### src/rtl/fine_ratio_dsm.sv
module fine_ratio_dsm #(
  parameter int INT_W  = 8,
  parameter int FRAC_W = 16,
  parameter int STEP_W = 3
) (
  input  logic              clk,
  input  logic              rst,
  input  logic              en,
  input  logic [INT_W-1:0]  ratio_int,
  input  logic [FRAC_W-1:0] ratio_frac,
  output logic [INT_W-1:0]  mod_base,
  output logic [STEP_W-1:0] eighths
);
  localparam int LW = FRAC_W - STEP_W;
  localparam int QW = STEP_W + 3;

  logic [LW-1:0] acc1, acc2, acc3;
  logic          c2_d, c3_d, c3_dd;

  wire [LW-1:0] fine   = ratio_frac[LW-1:0];
  wire [LW:0]   sum1   = {1'b0, acc1} + {1'b0, fine};
  wire [LW:0]   sum2   = {1'b0, acc2} + {1'b0, sum1[LW-1:0]};
  wire [LW:0]   sum3   = {1'b0, acc3} + {1'b0, sum2[LW-1:0]};
  wire          c1     = sum1[LW];
  wire          c2     = sum2[LW];
  wire          c3     = sum3[LW];

  logic signed [QW-1:0]    corr, q;
  logic signed [INT_W-1:0] adj;

  assign corr = QW'(c1) + QW'(c2) - QW'(c2_d) + QW'(c3) - (QW'(c3_d) << 1) + QW'(c3_dd);
  assign q    = QW'(ratio_frac[FRAC_W-1 -: STEP_W]) + corr;
  assign adj  = INT_W'(q >>> STEP_W);

  always_ff @(posedge clk) begin
    if (rst) begin
      acc1     <= '0;
      acc2     <= '0;
      acc3     <= '0;
      c2_d     <= 1'b0;
      c3_d     <= 1'b0;
      c3_dd    <= 1'b0;
      mod_base <= '0;
      eighths  <= '0;
    end else if (en) begin
      acc1     <= sum1[LW-1:0];
      acc2     <= sum2[LW-1:0];
      acc3     <= sum3[LW-1:0];
      c2_d     <= c2;
      c3_d     <= c3;
      c3_dd    <= c3_d;
      mod_base <= ratio_int + adj;
      eighths  <= q[STEP_W-1:0];
    end
  end
endmodule


### config.mk
export PLATFORM = sky130hd
export DESIGN_NAME = fine_ratio_dsm
export DESIGN_NICKNAME = d
export VERILOG_FILES = /design/src/rtl/fine_ratio_dsm.sv
export SDC_FILE = /design/constraint.sdc
export NUM_CORES = 1
export LEC_CHECK = 0
export ABC_AREA = 1
export BUFFER_PORTS_ARGS = -buffer_cell sky130_fd_sc_hd__buf_2
export CAP_MARGIN = 20
export CORE_AREA = 2 2 95 188
export CTS_CLUSTER_SIZE = 16
export DETAILED_ROUTE_END_ITERATION = 16
export DIE_AREA = 0 0 97 190
export PLACE_DENSITY = 0.49
export SLEW_MARGIN = 20
export SYNTH_ARGS = -nofsm -noshare
export SYNTH_HDL_FRONTEND = slang
export SYNTH_SLANG_ARGS = --single-unit
### constraint.sdc
create_clock -name clk -period 7.25 [get_ports clk]
set_clock_uncertainty 0.2 [all_clocks]
set_input_delay 0.3625 -clock clk [delete_from_list [all_inputs] [get_ports clk]]
set_output_delay 0.3625 -clock clk [all_outputs]
set_load 0.01 [all_outputs]
---- Word-level counts from Yosys, hierarchy flattened ----
Index checks and enable logic that the tools add are counted.
word-level totals
  flip-flop bits (word level) ............. 53
  bits in latches ......................... 0
  memory bits (writable) .................. 0
  memory bits (read-only) ................. 0
  bits of input ports ..................... 27
  output and inout port bits .............. 11
  word-level logic and storage cells ...... 18
  memories kept ........................... 0
operators by class
  add/sub/neg operators ................... 10
  $mul .................................... 0
  div/mod/pow operators ................... 0
  order comparisons ....................... 0
  equal/unequal tests ..................... 0
  shift operators ......................... 0
  muxes and demuxes ....................... 0
  bitwise operators ....................... 0
  reductions and logical operators ........ 0
operators by type and width
  cell                                         count
  13-bit by 13-bit adder with 14-bit output    3
  8-bit adder                                  1
  3-bit by 6-bit adder with 6-bit output       1
  5-bit by 2-bit adder with 6-bit output       1
  4-bit by 3-bit subtractor with 5-bit output  1
  3-bit by 2-bit adder with 4-bit output       1
  2-bit by 1-bit subtractor with 3-bit output  1
  1-bit by 1-bit adder with 2-bit output       1

---- Longest topological paths before layout ----
  depth after elaboration ................. 9
  depth in mapped cells ................... 40
  mapped depth without buffers ............ 40

---- Least setup slack after synthesis ----
No wires, ideal clock.
  kind .................................... input-to-reg
  from .................................... input port ratio_frac[0]
  to ...................................... register mod_base[4]
  setup time .............................. 0.116 ns
  arrival ................................. 5.942 ns
  data required time ...................... 6.934 ns
  setup slack ............................. 0.992 ns
  cell stages on the path ................. 37
  path buffers ............................ 0
  cells stage by stage .................... ha_1 -> inv_1 -> fa_1 -> inv_1 -> nand3_1 -> nand3_1 -> nand2_1 -> nand4_1 -> nand2_1 -> ha_1 -> nand2_1 -> inv_1 -> a21oi_1 -> nand3_2 -> a21oi_1 -> ha_1 -> inv_1 -> ha_1 -> inv_1 -> ha_1 -> fa_1 -> fa_1 -> inv_1 -> ha_1 -> nand3_1 -> nand3_1 -> inv_1 -> or2_2 -> ha_1 -> fa_1 -> nand3_1 -> nand2_1 -> inv_1 -> or2_2 -> nand3_1 -> o211ai_1 -> inv_1
on the way
  word-level cells in the longest chain between the ends .. 9
  elaborated cells between the ends (all ways) .. 10
  those cells by class .................... 10 x add/sub
RTL lines
  what                                                                               RTL line  source
  from (decl)                                                                        10        input logic [FRAC_W-1:0] ratio_frac,
  13-bit by 13-bit adder with 14-bit output (*)                                      21        wire [LW:0] sum1 = {1'b0, acc1} + {1'b0, fine};
  via sum1[8]                                                                        21
  13-bit by 13-bit adder with 14-bit output (*)                                      22        wire [LW:0] sum2 = {1'b0, acc2} + {1'b0, sum1[LW-1:0]};
  branches (longest 2 deep; another with 13-bit by 13-bit adder with 14-bit output)  n/a
  3-bit by 2-bit adder with 4-bit output (*)                                         31        assign corr = QW'(c1) + QW'(c2) - QW'(c2_d) + QW'(c3) - (QW'(c3_d) << 1) + QW'(c3_dd);
  4-bit by 3-bit subtractor with 5-bit output (*)                                    31
  5-bit by 2-bit adder with 6-bit output (*)                                         31
  3-bit by 6-bit adder with 6-bit output (*)                                         32        assign q = QW'(ratio_frac[FRAC_W-1 -: STEP_W]) + corr;
  8-bit adder (*)                                                                    52        mod_base <= ratio_int + adj;
  to (signal assigned)                                                               52
  to (decl)                                                                          11        output logic [INT_W-1:0] mod_base,
Mark *: on every way through the listed nets, which the timed path passes.
A chain may end at the register's enable or synchronous reset.

---- Worst setup path in the final report ----
  from .................................... register acc1[0]
  to ...................................... register mod_base[4]
on the way
  word-level cells in the longest chain between the ends .. 9
  elaborated cells between the ends (all ways) .. 10
  those cells by class .................... 10 x add/sub
RTL lines
  what                                                                               RTL line  source
  from (decl)                                                                        17        logic [LW-1:0] acc1, acc2, acc3;
  from (signal assigned)                                                             46        acc1 <= sum1[LW-1:0];
  13-bit by 13-bit adder with 14-bit output (*)                                      21
  via sum1[6]                                                                        21
  13-bit by 13-bit adder with 14-bit output (*)                                      22
  branches (longest 2 deep; another with 13-bit by 13-bit adder with 14-bit output)  n/a
  3-bit by 2-bit adder with 4-bit output (*)                                         31
  4-bit by 3-bit subtractor with 5-bit output (*)                                    31
  5-bit by 2-bit adder with 6-bit output (*)                                         31
  3-bit by 6-bit adder with 6-bit output (*)                                         32
  8-bit adder (*)                                                                    52
Marked as above.

==> metrics.md <==
| Metric | Value |
|---|---|
| Gate Count Post-Synth | `820` |
| Crit start category | `flip-flop` |
| Syn nets | `913` |
| Max FO, Critical Path | `7` |
| Syn Std Cell Area | `4990 um2` |
| Worst r2r path cells | `35` |
| Core Box Area | `17100 um2` |
| Worst Path Arrival | `6.65 ns` |
| Reg-to-reg startpoint | `acc1[0]` |
| DRC Markers | `0` |
| #FFs+latches synth | `53` |
| Drt first pass iters | `4` |
| GR Overflow Total | `0` |
| Post-synth top area share | `0.213` |
| Gpl congestion | `0.850` |
| Dpl cell area | `5360 um2` |
| Slowest library cell on the worst path | `fa_1` |
| Total number of yosys warnings | `0` |
| Row Count | `68` |
| Commonest non-fill, non-tap cells in the layout | `nand2_1, inv_1, nor2_1, nand3_1, ha_1` |
| Setup TNS | `0 ns` |
| Synth top area cells | `dfxtp_1, nand2_1, ha_1, inv_1, nor2_1` |
| Pleak | `3.30 nW` |
| Area of the multi-input gates | `3250 um2` |
| Status | `finished, final reports clean` |
| HP Start | `ratio_int[0]` |
| M1 WL | `5670 um` |
| Sink of the worst hold path | `mod_base[0]` |
| Yosys cell types | `28` |
| P per Cell Area | `354 nW/um2` |
| Drt wl/cell | `12.0 um` |
| CTS clk-pin slew, worst paths | `0.08 ns` |
| Clock latency on the worst-skew pair | `0.30 ns` |
| Worst Path Required | `7.25 ns` |
| Root buffer cell | `clkbuf_16` |
| Antenna diodes | `0` |
| Final Worst Setup Slack | `0.600 ns` |
| Min Tclk post-route | `6.65 ns` |
| Routed Antenna Nets | `0` |
| Total GRT Usage | `0.143` |
| Commonest non-fill, non-tap cell in the layout | `nand2_1` |
| CP Buf/Inv Count | `7` |
| R2r endpoint | `mod_base[4]` |
| Kind of critical path | `flip-flop to flip-flop` |
| CP max stage delay | `0.49 ns` |
| Metal3 WL | `327 um` |
| Seq/Total Area, Yosys | `0.213` |
| Total CTS buffers | `5` |
| Die H | `190 um` |
| Buffers on Ports | `37` |
| Die area | `18400 um2` |
| Final setup viols | `0` |
| F_max | `0.150 GHz` |
| Maximum VDD drop | `0.173 mV` |
| CTS sink cnt | `53` |
| Filler Cell Count | `1930` |
| Max Used Layer | `met4` |
| Routed vias | `4686` |
| Io pins | `38` |
| Crit share post-route | `0.917` |
| Hold Crit Depth | `4` |
| Type of the most critical hold path | `input pin to flip-flop` |
| CTS tree | `built` |
| DR WL met2 | `6510 um` |
| DP HPWL | `10000 um` |
| Global-route wire length before repair | `21600 um` |
| Number of H-tree levels | `2` |
| DP Worst Slack | `0.258 ns` |
| Via-to-Cell Ratio | `4.42` |
| Hold Vio Cnt, Final | `0` |
| DR iter-0 viols | `148` |
| Max Cap Viol | `0` |
| Sequential Area | `1060 um2` |
| Post-route non-filler standard cell count | `1060` |
| Area delta synth->final | `11.2%` |
| Largest net degree at the start of global routing | `85` |
| Final hold slack | `0.217 ns` |
| WL final | `12700 um` |
| Cell family with most CP delay | `adder cells` |
| Mean Syn Cell Area | `6.09 um2` |
| RSZ-0062 raised after global routing | `false` |
| Least-Margin Pin Slew | `0.908 ns` |
| Die W | `97 um` |
| Starting Density | `0.292` |
| R2R Setup Slk | `0.60 ns` |
| Finished Cell Area | `5550 um2` |
| Element type at the critical path end | `flip-flop` |
| Final slew viol count | `0` |
| Vias in the first global route | `4570` |
| Area leader, netlist | `dfxtp_1` |
| Relative slew slack | `0.395` |
| Proportion of layout cells with a drive suffix above 1 | `0.0765` |
| Placed insts | `1052` |
| CP startpoint | `acc1[0]` |
| Count of hold buffers inserted by post-cts repair | `0` |
| Initial antenna violation count | `0` |
| Nets | `942` |
| CTS Buffer Depth | `2` |
flip-flops by register name, summed over array words and instances, names as in the netlist:
register	count
acc1	13
acc2	13
acc3	13
mod_base	8
eighths	3
c2_d	1
c3_d	1
c3_dd	1
logic make-up (layout without fill, tap and decap cells):
group / count (synthesis) / after routing / synth area share
flops: 53 / 53 / 0.213
simple gates: 440 / 440 / 0.369
fa+ha+maj: 66 / 66 / 0.177
compound gates: 62 / 62 / 0.0657
xor+xnor: 20 / 20 / 0.0351
buf+inv: 179 / 209 / 0.140
repair_timing:
item	4_1_cts	5_1_grt
buffers inserted	0	0
setup endpoints to repair	0	3
resized for setup	0	4
cell type report:
class | count | area share
clock inverter | 3 | 0.00834
timing repair buffer | 38 | 0.0347
tap | 210 | 0.0473
sequential | 53 | 0.191
multi-input combinational | 588 | 0.586
inverter | 163 | 0.110
clock buffer | 5 | 0.0225
cells in the mapped netlist:
| cell | number |
|---|---|
| buf_1 | 2 |
| nand4_1 | 15 |
| fa_1 | 8 |
| or2_2 | 3 |
| o21ai_1 | 2 |
| nor3_1 | 2 |
| xor2_1 | 8 |
| nand3b_1 | 4 |
| nor3_2 | 2 |
| clkbuf_1 | 5 |
| nor2_1 | 118 |
| nand2_1 | 223 |
| nor2_2 | 4 |
| xnor2_1 | 12 |
| and2_1 | 2 |
| o211ai_1 | 2 |
| dfxtp_1 | 53 |
| nand2_2 | 3 |
| ha_1 | 58 |
| nand3_2 | 3 |
| o21bai_1 | 5 |
| buf_2 | 7 |
| inv_1 | 163 |
| nand3_1 | 61 |
| buf_6 | 1 |
| o21ai_0 | 25 |
| clkbuf_8 | 1 |
| a21oi_1 | 28 |
stage by stage:
stage | power [W] | utilization
finish | 0.00196 | 0.325
global route | 0.00221 | 0.325
CTS | 0.00199 | 0.324
detailed placement | 0.00169 | 0.314
global placement | 0.00168 | 0.314
floorplan | 0.00140 | -
worst max-delay path by stage:
stage / cells after the start / endpoint / slack, ns
after detailed placement: 38 / mod_base[4] / 0.26
final: 35 / mod_base[4] / 0.60
after CTS: 37 / mod_base[4] / 0.36
after global routing: 38 / mod_base[7] / 0.01
after floorplan: 37 / mod_base[4] / 0.99
after global placement: 38 / mod_base[4] / 0.35
layer usage:
metal | global-route usage | vias to the layer above
li1 | - | 2581
met2 | 0.267 | 39
met5 | 0 | -
met3 | 0.0176 | 8
met1 | 0.169 | 2058
met4 | 0.0428 | 0
worst min-delay path: stages:
cell and delay [ns]:
buf_2 0.08, ha_1 0.12, nor2_1 0.04, nor2_1 0.08
report_power, final:
| part | switching, W | internal (W) | total, W |
|---|---|---|---|
| clock network | 0.000123 | 0.000164 | 0.000287 |
| registers | 0.0000393 | 0.000360 | 0.000399 |
| logic | 0.000790 | 0.000488 | 0.00128 |
| total | 0.000952 | 0.00101 | 0.00196 |
No activity file was read; power rests on OpenSTA's default activity.
